$ cat src/rtl/chg_timer_pkg.sv
package chg_timer_pkg;

    typedef enum logic [1:0] {
        PH_IDLE = 2'b00,
        PH_PRE  = 2'b01,
        PH_FAST = 2'b10,
        PH_DONE = 2'b11
    } phase_e;

    typedef enum logic [1:0] {
        FLT_NONE  = 2'b00,
        FLT_TIMER = 2'b11
    } fault_e;

    localparam int unsigned PRE_LIMIT_MIN   = 120;
    localparam int unsigned FAST_SHORT_MIN  = 600;
    localparam int unsigned FAST_LONG_MIN   = 1200;
    localparam int unsigned TOPOFF_STEP_MIN = 15;
    localparam int unsigned TOPOFF_MAX_MIN  = 3 * TOPOFF_STEP_MIN;

    function automatic int unsigned safety_minutes(input phase_e ph, input logic fast_short);
        case (ph)
            PH_PRE:  return PRE_LIMIT_MIN;
            PH_FAST: return fast_short ? FAST_SHORT_MIN : FAST_LONG_MIN;
            default: return 0;
        endcase
    endfunction

    function automatic int unsigned topoff_minutes(input logic [1:0] sel);
        return {30'd0, sel} * TOPOFF_STEP_MIN;
    endfunction

    function automatic logic is_charging(input phase_e ph);
        return (ph == PH_PRE) || (ph == PH_FAST);
    endfunction

endpackage

$ cat src/rtl/chg_rate_gate.sv
module chg_rate_gate
    import chg_timer_pkg::*;
(
    input  logic clk,
    input  logic rst,
    input  logic clear,
    input  logic run,
    input  logic tick,
    input  logic slow_en,
    input  logic vin_reg,
    input  logic therm_reg,
    input  logic cool_zone,
    input  logic warm_zone,
    input  logic zone_full,
    output logic advance_o
);

    logic slowed;
    logic half_q;

    always_comb begin
        slowed    = slow_en & (vin_reg | therm_reg | ((cool_zone | warm_zone) & ~zone_full));
        advance_o = run & tick & (~slowed | half_q);
    end

    always_ff @(posedge clk) begin
        if (rst || clear || !slowed) begin
            half_q <= 1'b0;
        end else if (run && tick) begin
            half_q <= ~half_q;
        end
    end

    // two slowed advances never fall on consecutive cycles
    p_slow_alternate_r5: assert property (@(posedge clk) disable iff (rst)
        (advance_o && slowed) |=> !(advance_o && slowed));

endmodule

$ cat src/rtl/chg_safety_cnt.sv
module chg_safety_cnt
    import chg_timer_pkg::*;
#(
    parameter int unsigned TICKS_PER_MIN = 1
) (
    input  logic   clk,
    input  logic   rst,
    input  logic   restart,
    input  logic   enable,
    input  phase_e phase,
    input  logic   fast_short,
    input  logic   advance,
    output logic   run_o,
    output logic   fault_o
);

    localparam int unsigned SAFE_MAX = FAST_LONG_MIN * TICKS_PER_MIN;
    localparam int unsigned CW       = $clog2(SAFE_MAX + 1);

    logic [CW-1:0] cnt_q;
    logic [CW-1:0] cnt_inc;
    logic [CW-1:0] limit;
    logic          fault_q;

    always_comb begin
        limit   = CW'(safety_minutes(phase, fast_short) * TICKS_PER_MIN);
        run_o   = enable & is_charging(phase) & ~fault_q;
        cnt_inc = advance ? cnt_q + CW'(1) : cnt_q;
    end

    always_ff @(posedge clk) begin
        if (rst || restart || !enable) begin
            cnt_q   <= '0;
            fault_q <= 1'b0;
        end else if (run_o) begin
            cnt_q   <= cnt_inc;
            fault_q <= (cnt_inc >= limit);
        end
    end

    assign fault_o = fault_q;

    // the count never passes the longest limit
    p_no_overflow_r3: assert property (@(posedge clk) disable iff (rst)
        cnt_q <= CW'(SAFE_MAX));

    // the count moves by one step or returns to zero
    p_single_step_r5: assert property (@(posedge clk) disable iff (rst)
        (cnt_q != $past(cnt_q)) |-> (cnt_q == $past(cnt_q) + CW'(1) || cnt_q == '0));

    // a restart leaves the count at zero
    p_restart_zero_r8: assert property (@(posedge clk) disable iff (rst)
        restart |=> (cnt_q == '0 && !fault_q));

endmodule

$ cat src/rtl/chg_topoff_cnt.sv
module chg_topoff_cnt
    import chg_timer_pkg::*;
#(
    parameter int unsigned TICKS_PER_MIN = 1
) (
    input  logic       clk,
    input  logic       rst,
    input  phase_e     phase,
    input  logic       enter_done,
    input  logic [1:0] sel,
    input  logic       tick,
    output logic       active_o,
    output logic       done_o
);

    localparam int unsigned TOP_MAX = TOPOFF_MAX_MIN * TICKS_PER_MIN;
    localparam int unsigned TW      = $clog2(TOP_MAX + 1);

    logic [TW-1:0] cnt_q;
    logic [TW-1:0] cnt_inc;
    logic [TW-1:0] limit;
    logic          active_q;
    logic          done_q;

    always_comb begin
        limit   = TW'(topoff_minutes(sel) * TICKS_PER_MIN);
        cnt_inc = cnt_q + TW'(1);
    end

    always_ff @(posedge clk) begin
        if (rst) begin
            active_q <= 1'b0;
            done_q   <= 1'b0;
            cnt_q    <= '0;
        end else begin
            done_q <= 1'b0;
            if (phase != PH_DONE || sel == 2'b00) begin
                active_q <= 1'b0;
                cnt_q    <= '0;
            end else if (enter_done) begin
                active_q <= 1'b1;
                cnt_q    <= '0;
            end else if (active_q && tick) begin
                if (cnt_inc >= limit) begin
                    active_q <= 1'b0;
                    done_q   <= 1'b1;
                    cnt_q    <= '0;
                end else begin
                    cnt_q <= cnt_inc;
                end
            end
        end
    end

    assign active_o = active_q;
    assign done_o   = done_q;

    // the done strobe lasts one cycle
    p_done_single_r10: assert property (@(posedge clk) disable iff (rst)
        done_q |=> !done_q);

    // done and active never coincide
    p_done_not_active_r10: assert property (@(posedge clk) disable iff (rst)
        done_q |-> !active_q);

    // active only follows a terminated phase
    p_active_needs_done_r11: assert property (@(posedge clk) disable iff (rst)
        active_q |-> ($past(phase) == PH_DONE));

endmodule

$ cat src/rtl/chg_safety_timer.sv
module chg_safety_timer
    import chg_timer_pkg::*;
#(
    parameter int unsigned TICKS_PER_MIN = 1
) (
    input  logic       clk,
    input  logic       rst,
    input  logic       tick,
    input  logic [1:0] phase_i,
    input  logic       vin_reg_i,
    input  logic       therm_reg_i,
    input  logic       cool_zone_i,
    input  logic       warm_zone_i,
    input  logic       zone_full_i,
    input  logic       cfg_timer_en_i,
    input  logic       cfg_fast_short_i,
    input  logic       cfg_slow_en_i,
    input  logic [1:0] cfg_topoff_sel_i,
    input  logic       reg_reset_i,
    output logic [1:0] fault_code_o,
    output logic       topoff_active_o,
    output logic       topoff_done_o
);

    phase_e phase;
    phase_e prev_q;
    logic   enter_run;
    logic   enter_done;
    logic   restart;
    logic   run;
    logic   advance;
    logic   fault;
    fault_e code;

    always_comb begin
        phase      = phase_e'(phase_i);
        enter_run  = (phase != prev_q) && is_charging(phase);
        enter_done = (phase == PH_DONE) && (prev_q != PH_DONE);
        restart    = enter_run | reg_reset_i;
        code       = fault ? FLT_TIMER : FLT_NONE;
    end

    always_ff @(posedge clk) begin
        if (rst) prev_q <= PH_IDLE;
        else     prev_q <= phase;
    end

    chg_rate_gate u_gate (
        .clk       (clk),
        .rst       (rst),
        .clear     (restart | ~cfg_timer_en_i),
        .run       (run),
        .tick      (tick),
        .slow_en   (cfg_slow_en_i),
        .vin_reg   (vin_reg_i),
        .therm_reg (therm_reg_i),
        .cool_zone (cool_zone_i),
        .warm_zone (warm_zone_i),
        .zone_full (zone_full_i),
        .advance_o (advance)
    );

    chg_safety_cnt #(.TICKS_PER_MIN(TICKS_PER_MIN)) u_safety (
        .clk        (clk),
        .rst        (rst),
        .restart    (restart),
        .enable     (cfg_timer_en_i),
        .phase      (phase),
        .fast_short (cfg_fast_short_i),
        .advance    (advance),
        .run_o      (run),
        .fault_o    (fault)
    );

    chg_topoff_cnt #(.TICKS_PER_MIN(TICKS_PER_MIN)) u_topoff (
        .clk        (clk),
        .rst        (rst),
        .phase      (phase),
        .enter_done (enter_done),
        .sel        (cfg_topoff_sel_i),
        .tick       (tick),
        .active_o   (topoff_active_o),
        .done_o     (topoff_done_o)
    );

    assign fault_code_o = code;

    // disabling the limits clears the fault on the next edge
    p_off_clears_fault_r4: assert property (@(posedge clk) disable iff (rst)
        !cfg_timer_en_i |=> (fault_code_o == 2'b00));

    // entering a charging phase clears the fault
    p_entry_clears_fault_r7: assert property (@(posedge clk) disable iff (rst)
        enter_run |=> (fault_code_o == 2'b00));

    // a fault holds while nothing clears it
    p_fault_holds_r9: assert property (@(posedge clk) disable iff (rst)
        (fault_code_o == 2'b11 && cfg_timer_en_i && !restart) |=> (fault_code_o == 2'b11));

endmodule

$ cat config.mk
export PLATFORM = sky130hd
export DESIGN_NAME = chg_safety_timer
export DESIGN_NICKNAME = d
export VERILOG_FILES = /design/src/rtl/chg_timer_pkg.sv /design/src/rtl/chg_rate_gate.sv /design/src/rtl/chg_safety_cnt.sv /design/src/rtl/chg_topoff_cnt.sv /design/src/rtl/chg_safety_timer.sv
export SDC_FILE = /design/constraint.sdc
export NUM_CORES = 1
export LEC_CHECK = 0
export BUFFER_PORTS_ARGS = -buffer_cell sky130_fd_sc_hd__buf_4
export CAP_MARGIN = 5
export CORE_MARGIN = 4
export CORE_UTILIZATION = 57
export CTS_CLUSTER_DIAMETER = 60
export CTS_CLUSTER_SIZE = 30
export DETAILED_ROUTE_END_ITERATION = 8
export HOLD_SLACK_MARGIN = 0.15
export PLACE_DENSITY = 0.79
export SYNTH_ARGS = -nofsm -noshare
export SYNTH_HDL_FRONTEND = slang
export SYNTH_SLANG_ARGS = --single-unit
export TNS_END_PERCENT = 5
$ cat constraint.sdc
create_clock -name clk -period 3.53 [get_ports clk]
set_input_delay 0.353 -clock clk [delete_from_list [all_inputs] [get_ports clk]]
set_output_delay 0.353 -clock clk [all_outputs]
set_load 0.05 [all_outputs]
==> results_dict.tcl, run 1 <==
set metrics [dict create \
    die_width_microns 61.5 \
    drt_iter0_markers 52 \
    worstHoldEndpoint "prev_q[1]" \
    yosys_warnings 0 \
    finalHoldViolCount 0 \
    slew_viol_final 0 \
    fillers 233 \
    clk_pin_slew_ps 130 \
    viasPerCell 5.85 \
    crit_path_start_kind "input pin" \
    tns_ps 0 \
    reg2reg_depth 10 \
    cts_max_level 1 \
    synthAdderAreaFrac 0.169 \
    postCtsResizedCells 0 \
    worstPathCellList "buf_4, inv_1, ha_1, nor2_1, nand3_1, nor4_1, xor2_1, ha_1, a21o_1, a21oi_1, o21ai_0, o31ai_1, o311ai_1" \
    num_antenna_cells 0 \
    synth_top_family_by_area "simple AND/OR/NAND/NOR gates" \
    overflow 0 \
    insertion_delay_ps 320 \
    cp_max_fo 6 \
    status "finished clean" \
    synthCells 191 \
    critPathMaxStageDelay_ps 370 \
    fin_worst_skew_ps 6.41 \
    rr_endpoint "u_safety.fault_o" \
    powerDensity_nw_per_um2 258 \
    io_pins 20 \
    cts.sinks 23 \
    ys_ff_latch 23 \
    cts_tree "done" \
    syn_avg_cell_area_sq_um 8.55 \
    synthXorXnorAreaFrac 0.0697 \
    max-slew-margin-rel 0.577 \
    fmax_ghz 0.368 \
    wl_mm 3.41 \
    drive_above_1_share 0.143 \
    drtAntennaViolNets 0 \
    p_total_w 0.000468 \
    numCtsBuffers 3 \
    area_growth_pct 11.3 \
    path_class "input pin to flip-flop" \
    grt_pass1_wl_mm 5.71 \
    antenna_found_initial 0 \
    cpMaxStageDelayCell "nor4_1" \
    hold_start "rst" \
    finalNetCount 249 \
    hold_path_depth 2 \
    crit_start "phase_i[0]" \
    grt_max_degree 14 \
    period_share 0.770 \
    period_needed_ps 2720 \
    r2r_start "u_safety.cnt_q[0]" \
    cp_top_family "compound AO/OA/AOI/OAI gates" \
    syn-cell-area_sq_um 1630 \
    die_y_microns 61.5 \
    yosys.area_share.simple 0.222 \
    synth-compound-area-share 0.204 \
    cap_violations 0 \
    arrival_ps 2920 \
    crit_required_ps 3740 \
    irDropWorstVdd_mv 0.179 \
    drt_pass1_iterations 4 \
    cts.path.max_buffers 2 \
    core_area_sq_um 2760 \
    port_buffers 19 \
    critical_path_buf_inv_count 2 \
    synthMuxAreaShare 0.00690 \
    synth.net_count 229 \
    vias 1411 \
    rsz0062_at_grt "false" \
    final_core_util 0.659 \
    grt_use_total 0.199 \
    multi_input_area_sq_um 1100 \
    initial_utilization 0.592 \
    hpwl_mm 2.78 \
    cp-end-kind "flip-flop" \
    crit_top_cell "ha_1" \
    r2r_setup_slack_ps 960 \
    first_global_vias 1317 \
    p_leak_nw 0.837 \
    post_cts_buffers 0 \
    hold_class "input pin to flip-flop" \
    rows 19 \
    drc 0 \
    tightest_slew_ps 631 \
    setup_violations 0 \
    yosysSeqAreaShare 0.282 \
    wl_per_cell_microns 14.1 \
    gp_congestion 0.884 \
    die_area_sq_um 3780 \
    postCtsHoldBufs 0 \
    root_buffer "clkbuf_4" \
    seq_area_sq_um 460 \
    netlist-cell-type-count 44 \
]
[synthesized netlist by cell type, drive strengths merged]
| cell | count | area share |
|---|---|---|
| nand2 | 15 | 0.034 |
| or2 | 3 | 0.011 |
| nor3 | 6 | 0.018 |
| o311ai | 1 | 0.0054 |
| a21o | 1 | 0.0046 |
| nor2b | 5 | 0.019 |
| nand2b | 3 | 0.016 |
| nor4 | 2 | 0.0077 |
| inv | 14 | 0.032 |
| nand4 | 2 | 0.0077 |
| dfxtp | 23 | 0.28 |
| xnor2 | 6 | 0.032 |
| a211oi | 1 | 0.0046 |
| o21ai | 8 | 0.025 |
| xor2 | 7 | 0.038 |
| and4 | 1 | 0.0054 |
| a211o | 1 | 0.0054 |
| ha | 22 | 0.17 |
| o211ai | 1 | 0.0046 |
| and3 | 3 | 0.011 |
| nand3 | 11 | 0.034 |
| o21bai | 3 | 0.016 |
| o21a | 1 | 0.0046 |
| buf | 3 | 0.012 |
| o31ai | 1 | 0.0046 |
| o211a | 1 | 0.0061 |
| nor2 | 14 | 0.032 |
| a31oi | 2 | 0.0077 |
| a2111oi | 4 | 0.048 |
| clkbuf | 1 | 0.0023 |
| mux2 | 1 | 0.0069 |
| nand3b | 1 | 0.0046 |
| nor3b | 1 | 0.0046 |
| a22o | 4 | 0.021 |
| a221o | 1 | 0.0061 |
| a21oi | 13 | 0.040 |
| or3 | 4 | 0.015 |
[logic make-up after synthesis]
group / count (synthesis)
compound gates: 43
flops: 23
simple gates: 71
mux: 1
fa+ha+maj: 22
buf+inv: 18
xor+xnor: 13
[registers in the layout, summed over array words and instances (netlist names)]
register	cells
u_safety.cnt_q	11
u_gate.half_q	1
u_topoff.active_o	1
u_safety.fault_o	1
u_topoff.cnt_q	6
prev_q	2
u_topoff.done_o	1
[layer usage]
layer	global-route usage	part of all wire	routed length (microns)	vias up
met4	0.0727	0.021	71	0
met2	0.336	0.48	1620	34
met5	0	0	0	-
li1	-	-	-	723
met1	0.253	0.46	1570	645
met3	0.0356	0.042	143	9
[layout make-up]
class | count | area share
sequential | 23 | 0.253
inverter | 14 | 0.0289
timing repair buffer | 19 | 0.0785
clock buffer | 3 | 0.0124
clock inverter | 1 | 0.00275
tap | 31 | 0.0213
multi-input combinational | 150 | 0.603
[report_power, final]
part	internal, W	total [W]	switching (W)
Clock	0.0000425	0.000128	0.0000856
Combinational	0.0000348	0.0000760	0.0000412
Sequential	0.000262	0.000264	0.00000251
[through the flow]
stage          instance area (sq um)  setup slack [ps]  hold slack [ps]  cells
6_report                        1820               812              194    241
5_1_grt                         1820               546              180    241
4_1_cts                         1820               798              192    241
3_5_place_dp                    1790               455              491    237
3_3_place_gp                    1790               595              486    237
2_1_floorplan                   1630               976              420    191
[cell usage in the layout (no fill, tap or decap), drive strengths merged, types with 2 or more instances in the layout]
| cell | count |
|---|---|
| nand3 | 11 |
| nand2b | 3 |
| ha | 22 |
| a31oi | 2 |
| and3 | 3 |
| nor3 | 6 |
| a2111oi | 4 |
| or3 | 4 |
| nand2 | 15 |
| xor2 | 7 |
| a21oi | 13 |
| inv | 14 |
| nor4 | 2 |
| clkbuf | 3 |
| dfxtp | 23 |
| nor2b | 5 |
| o21ai | 8 |
| nand4 | 2 |
| buf | 19 |
| xnor2 | 6 |
| a22o | 4 |
| nor2 | 14 |
| o21bai | 3 |
| or2 | 3 |
[worst max-delay path by stage]
stage	cells past startpoint	slack [ps]	to
2_1_floorplan	13	980	u_safety.fault_o
3_3_place_gp	13	600	u_safety.fault_o
3_5_place_dp	13	450	u_safety.fault_o
4_1_cts	13	800	u_safety.fault_o
5_1_grt	13	550	u_safety.fault_o
6_report	13	810	u_safety.fault_o
No activity file was read; power rests on OpenSTA's default activity.
==> run 2, diff against run 1 <==
==> constraint.sdc (replaced) <==
create_clock -name clk -period 2.8 [get_ports clk]
set_input_delay 0.28 -clock clk [delete_from_list [all_inputs] [get_ports clk]]
set_output_delay 0.28 -clock clk [all_outputs]
set_load 0.05 [all_outputs]
==> run 2 against run 1 <==
Global-route usage grew 0.88 points; first-iteration DRC count grew 71%; clock power grew 24%; sequential share of layout area shrank 0.61 points; non-clock buffer count grew 4; die area is the same; cell count grew 1.7%; worst setup slack lost 560 ps.
==> results_dict.tcl, run 2 (synthesis results as in run 1) <==
set metrics [dict create \
    viasPerCell 5.96 \
    setup_violations 0 \
    dp_cells 240 \
    path_class "flip-flop to flip-flop" \
    finalHoldViolCount 0 \
    final.setup.worst_slack_ps 252 \
    drt_pass1_iterations 4 \
    p_leak_nw 0.856 \
    crit_required_ps 3010 \
    cp_max_fo 5 \
    die_y_microns 61.5 \
    die_area_sq_um 3780 \
    rr_endpoint "u_safety.fault_o" \
    cp-end-kind "flip-flop" \
    regMostFlops "u_safety.cnt_q" \
    hold_slack_ps 232 \
    first_global_vias 1427 \
    r2r_setup_slack_ps 250 \
    drt_iter0_markers 89 \
    post-place-ws_ps -111 \
    period_share 0.910 \
    initial_utilization 0.592 \
    fmax_ghz 0.393 \
    area_growth_pct 14.1 \
    insertion_delay_ps 330 \
    wl_mm 3.50 \
    grt_use_total 0.208 \
    cts_max_level 1 \
    clk_pin_slew_ps 130 \
    overflow 0 \
    hold_start "phase_i[0]" \
    grt_max_degree 14 \
    cts.path.max_buffers 2 \
    rsz0062_at_grt "false" \
    reg2reg_depth 10 \
    critPathCapture "u_safety.fault_o" \
    hpwl_mm 2.84 \
    num_antenna_cells 0 \
    antenna_found_initial 0 \
    layout_commonest_cell "dfxtp_1" \
    period_needed_ps 2550 \
    powerDensity_nw_per_um2 320 \
    max-slew-margin-rel 0.674 \
    final_cell_mix "23 x dfxtp_1, 22 x ha_1, 22 x buf_4" \
    gp_congestion 0.916 \
    port_buffers 19 \
    tns_ps 0 \
    numCtsBuffers 3 \
    reg.largest.list "u_safety.cnt_q: 11 flops, u_topoff.cnt_q: 6 flops, prev_q: 2 flops" \
    crit_start "u_safety.cnt_q[0]" \
    drtAntennaViolNets 0 \
    die_width_microns 61.5 \
    largest_reg_flops 11 \
    slew_viol_final 0 \
    r2r_start "u_safety.cnt_q[0]" \
    seq_area_sq_um 460 \
    cap_violations 0 \
    io_pins 20 \
    vias 1460 \
    drive_above_1_share 0.164 \
    stdcell_count 245 \
    hold_class "input pin to flip-flop" \
    root_buffer "clkbuf_4" \
    final_core_util 0.676 \
    status "finished clean" \
    tightest_slew_ps 486 \
    drc 0 \
    cts.sinks 23 \
    crit_path_start_kind "flip-flop" \
    multi_input_area_sq_um 1110 \
    irDropWorstVdd_mv 0.214 \
    rows 19 \
    fin_worst_skew_ps 9.47 \
    grt_pass1_wl_mm 5.93 \
    core_area_sq_um 2760 \
    cts_tree "done" \
    arrival_ps 2750 \
    fillers 237 \
    wl_per_cell_microns 14.3 \
    post_cts_buffers 0 \
    finalNetCount 253 \
]
-- run 2: cell count changes in the layout (fill, tap and decap cells not counted) --
| cell | delta |
|---|---|
| buf_4 | +3 |
| nor4_1 | -2 |
| dlygate4sd3_1 | +1 |
| nor4_2 | +2 |
-- run 2: power breakdown --
group	leakage, nW	internal, W	switching [W]	total, W
Clock	0.0177	0.0000536	0.000106	0.000159
Sequential	0.186	0.000330	0.00000308	0.000333
Combinational	0.653	0.0000486	0.0000549	0.000103
Total	0.856	0.000432	0.000164	0.000596
-- run 2: worst min path at each step --
stage	endpoint	slack, ps	cells past startpoint
after floorplan	prev_q[0]	350	1
after global placement	prev_q[1]	460	2
after detailed placement	prev_q[1]	470	2
after CTS	prev_q[0]	230	3
after global routing	prev_q[0]	230	3
final	prev_q[0]	230	3
-- run 2: final cells by class --
| type | count | share of cell area |
|---|---|---|
| Multi-Input combinational cell | 150 | 0.595 |
| Sequential cell | 23 | 0.247 |
| Timing Repair Buffer | 23 | 0.0940 |
| Inverter | 14 | 0.0282 |
| Tap cell | 31 | 0.0208 |
| Clock buffer | 3 | 0.0121 |
| Clock inverter | 1 | 0.00269 |
-- run 2: per-stage QoR --
step	power [W]	area [sq um]
5_1_grt	0.000628	1860
2_1_floorplan	0.000401	1630
3_3_place_gp	0.000435	1810
4_1_cts	0.000594	1850
3_5_place_dp	0.000441	1810
6_report	0.000596	1860
-- run 2: routing by layer --
metal | part of all wire | routed length, microns | GRT usage | vias to the layer above
met1 | 0.44 | 1550 | 0.244 | 680
met2 | 0.48 | 1680 | 0.351 | 38
li1 | - | - | - | 729
met5 | 0 | 0 | 0 | -
met3 | 0.045 | 157 | 0.0419 | 13
met4 | 0.033 | 114 | 0.115 | 0
-- run 2: worst max-delay path: stages, from the launching register on --
cell and delay (ps):
dfxtp_1 450, ha_1 240, nand3_1 200, nor4_2 260, xor2_1 230, ha_1 280, a21o_1 180, a21oi_1 140
o21ai_0 110, o31ai_1 210, o311ai_1 130
-- run 2: what timing repair did --
action / in CTS / in global routing
hold endpoints to repair: 2 / 0
endpoints found under the setup margin: 0 / 1
hold buffers: 1 / 0
resized for setup: 0 / 2
==> run 3, diff against run 2 <==
--- a/config.mk
+++ b/config.mk
@@ -6,7 +6,6 @@
 export NUM_CORES = 1
 export LEC_CHECK = 0
 export BUFFER_PORTS_ARGS = -buffer_cell sky130_fd_sc_hd__buf_4
-export CAP_MARGIN = 5
 export CORE_MARGIN = 4
 export CORE_UTILIZATION = 57
 export CTS_CLUSTER_DIAMETER = 60
==> constraint.sdc (replaced) <==
create_clock -name clk -period 2.8 [get_ports clk]
set_input_delay 0.7 -clock clk [delete_from_list [all_inputs] [get_ports clk]]
set_output_delay 0.7 -clock clk [all_outputs]
set_load 0.05 [all_outputs]
==> run 3 against run 2 <==
Sequential power hardly changed; cell count is 2.9% higher; clock skew is 7.4 ps lower; hold slack better by 290 ps; core utilization is 5.3 points higher; critical path type is now input pin to flip-flop.
==> results_dict.tcl, run 3 (synthesis results as in run 1) <==
set metrics [dict create \
    area_growth_pct 23.1 \
    period_needed_ps 2730 \
    final.setup.worst_slack_ps 72.3 \
    r2r_start "u_safety.cnt_q[0]" \
    rows 19 \
    hpwl_mm 2.76 \
    cpMaxStageDelayCell "or3_4" \
    io_pins 20 \
    final_cell_mix "30 x buf_4, 23 x dfxtp_1, 19 x ha_1" \
    fillers 208 \
    drt_pass1_iterations 5 \
    num_antenna_cells 0 \
    cp-end-kind "flip-flop" \
    drive_above_1_share 0.267 \
    slew_viol_final 0 \
    root_buffer "clkbuf_4" \
    viasPerCell 5.85 \
    reg2reg_depth 10 \
    reg.largest.list "u_safety.cnt_q: 11 flops, u_topoff.cnt_q: 6 flops, prev_q: 2 flops" \
    cap_violations 0 \
    crit_path_start_kind "input pin" \
    cts.sinks 23 \
    first_global_vias 1335 \
    path_class "input pin to flip-flop" \
    grt_use_total 0.204 \
    arrival_ps 2930 \
    grt_max_degree 14 \
    p_leak_nw 0.890 \
    powerDensity_nw_per_um2 304 \
    critical_path_buf_inv_count 2 \
    drc 0 \
    path_depth 13 \
    gp_congestion 0.908 \
    wl_per_cell_microns 14.3 \
    worstPathCellList "buf_4, inv_4, ha_4, nor2_4, and3_4, nand4_1, or3_4, nand2_2, ha_4, a21oi_1, o21ai_2, o31ai_2, o311ai_1" \
    routed-wl-met3_microns 218 \
    die_area_sq_um 3780 \
    status "finished clean" \
    routed.top_layer "met4" \
    cts.path.max_buffers 2 \
    cp_max_fo 6 \
    crit_start "phase_i[0]" \
    critPathMaxStageDelay_ps 450 \
    vias 1474 \
    finalHoldViolCount 0 \
    grt_pass1_wl_mm 5.86 \
    port_buffers 19 \
    post-place-ws_ps -295 \
    stdcell_count 252 \
    finalNetCount 260 \
    irDropWorstVdd_mv 0.279 \
    crit_top_cell "ha_4" \
    overflow 0 \
    setup_violations 0 \
    numCtsBuffers 3 \
    dp_cells 246 \
    drt_iter0_markers 81 \
    tightest_slew_ps 396 \
    initial_utilization 0.592 \
    crit_required_ps 3010 \
    die_y_microns 61.5 \
    max-slew-margin-rel 0.736 \
    regMostFlops "u_safety.cnt_q" \
    drtAntennaViolNets 0 \
    largest_reg_flops 11 \
    wl_met2_mm 1.72 \
    die_width_microns 61.5 \
    cp_top_family "simple AND/OR/NAND/NOR gates" \
    clk_pin_slew_ps 130 \
    hold_path_depth 1 \
    core_area_sq_um 2760 \
    fin_worst_skew_ps 2.04 \
    period_share 0.974 \
    antenna_found_initial 0 \
    wl_mm 3.61 \
    hold_class "flip-flop to flip-flop" \
    final_core_util 0.729 \
    insertion_delay_ps 320 \
    layout_commonest_cell "buf_4" \
    met1_length_mm 1.62 \
    cts_max_level 1 \
    cts_tree "done" \
    hold_start "u_gate.half_q" \
    fmax_ghz 0.367 \
]
run 3: changes by cell type in the layout (fill, tap and decap cells not counted), sizes merged:
cell | previous run | this run
buf | 22 | 30
clkbuf | 3 | 4
clkinv | 1 | 0
dlygate4sd3 | 1 | 0
run 3: power breakdown:
group	switching (W)	total, W	internal, W
combinational	0.0000617	0.000120	0.0000583
clock	0.000103	0.000159	0.0000558
sequential	0.00000335	0.000333	0.000330
run 3: final cells by class:
| class | instances | area [sq um] | area share |
|---|---|---|---|
| clock buffer | 4 | 26.3 | 0.0131 |
| sequential | 23 | 460 | 0.229 |
| inverter | 14 | 55.1 | 0.0274 |
| timing repair buffer | 30 | 225 | 0.112 |
| multi-input combinational | 150 | 1200 | 0.599 |
| tap | 31 | 38.8 | 0.0193 |
run 3: path summary, 6_finish.rpt:
check / endpoint / slack (ps)
setup / recovery: u_safety.fault_o / 70
hold / removal: u_gate.half_q / 520
setup reg to reg: u_safety.fault_o / 260
hold reg to reg: u_gate.half_q / 520
run 3: metal layers:
layer | global-route usage | vias to the layer above
li1 | - | 744
met1 | 0.267 | 685
met2 | 0.338 | 40
met3 | 0.0314 | 5
met4 | 0.0758 | 0
met5 | 0 | -
run 3: timing repair:
action,CTS,global route
hold buffers,0,0
resized for setup,0,23
endpoints found under the setup margin,0,1
setup buffers,0,2
run 3: per-stage QoR:
stage	hold WS, ps	cell area (sq um)	TNS [ps]	total power [W]
finish	522	2010	0	0.000612
global placement	484	1880	-181	0.000445
detailed placement	505	1880	-295	0.000449
CTS	525	1900	0	0.000602
floorplan	470	1650	0	0.000404
global route	540	2010	-65.9	0.000640
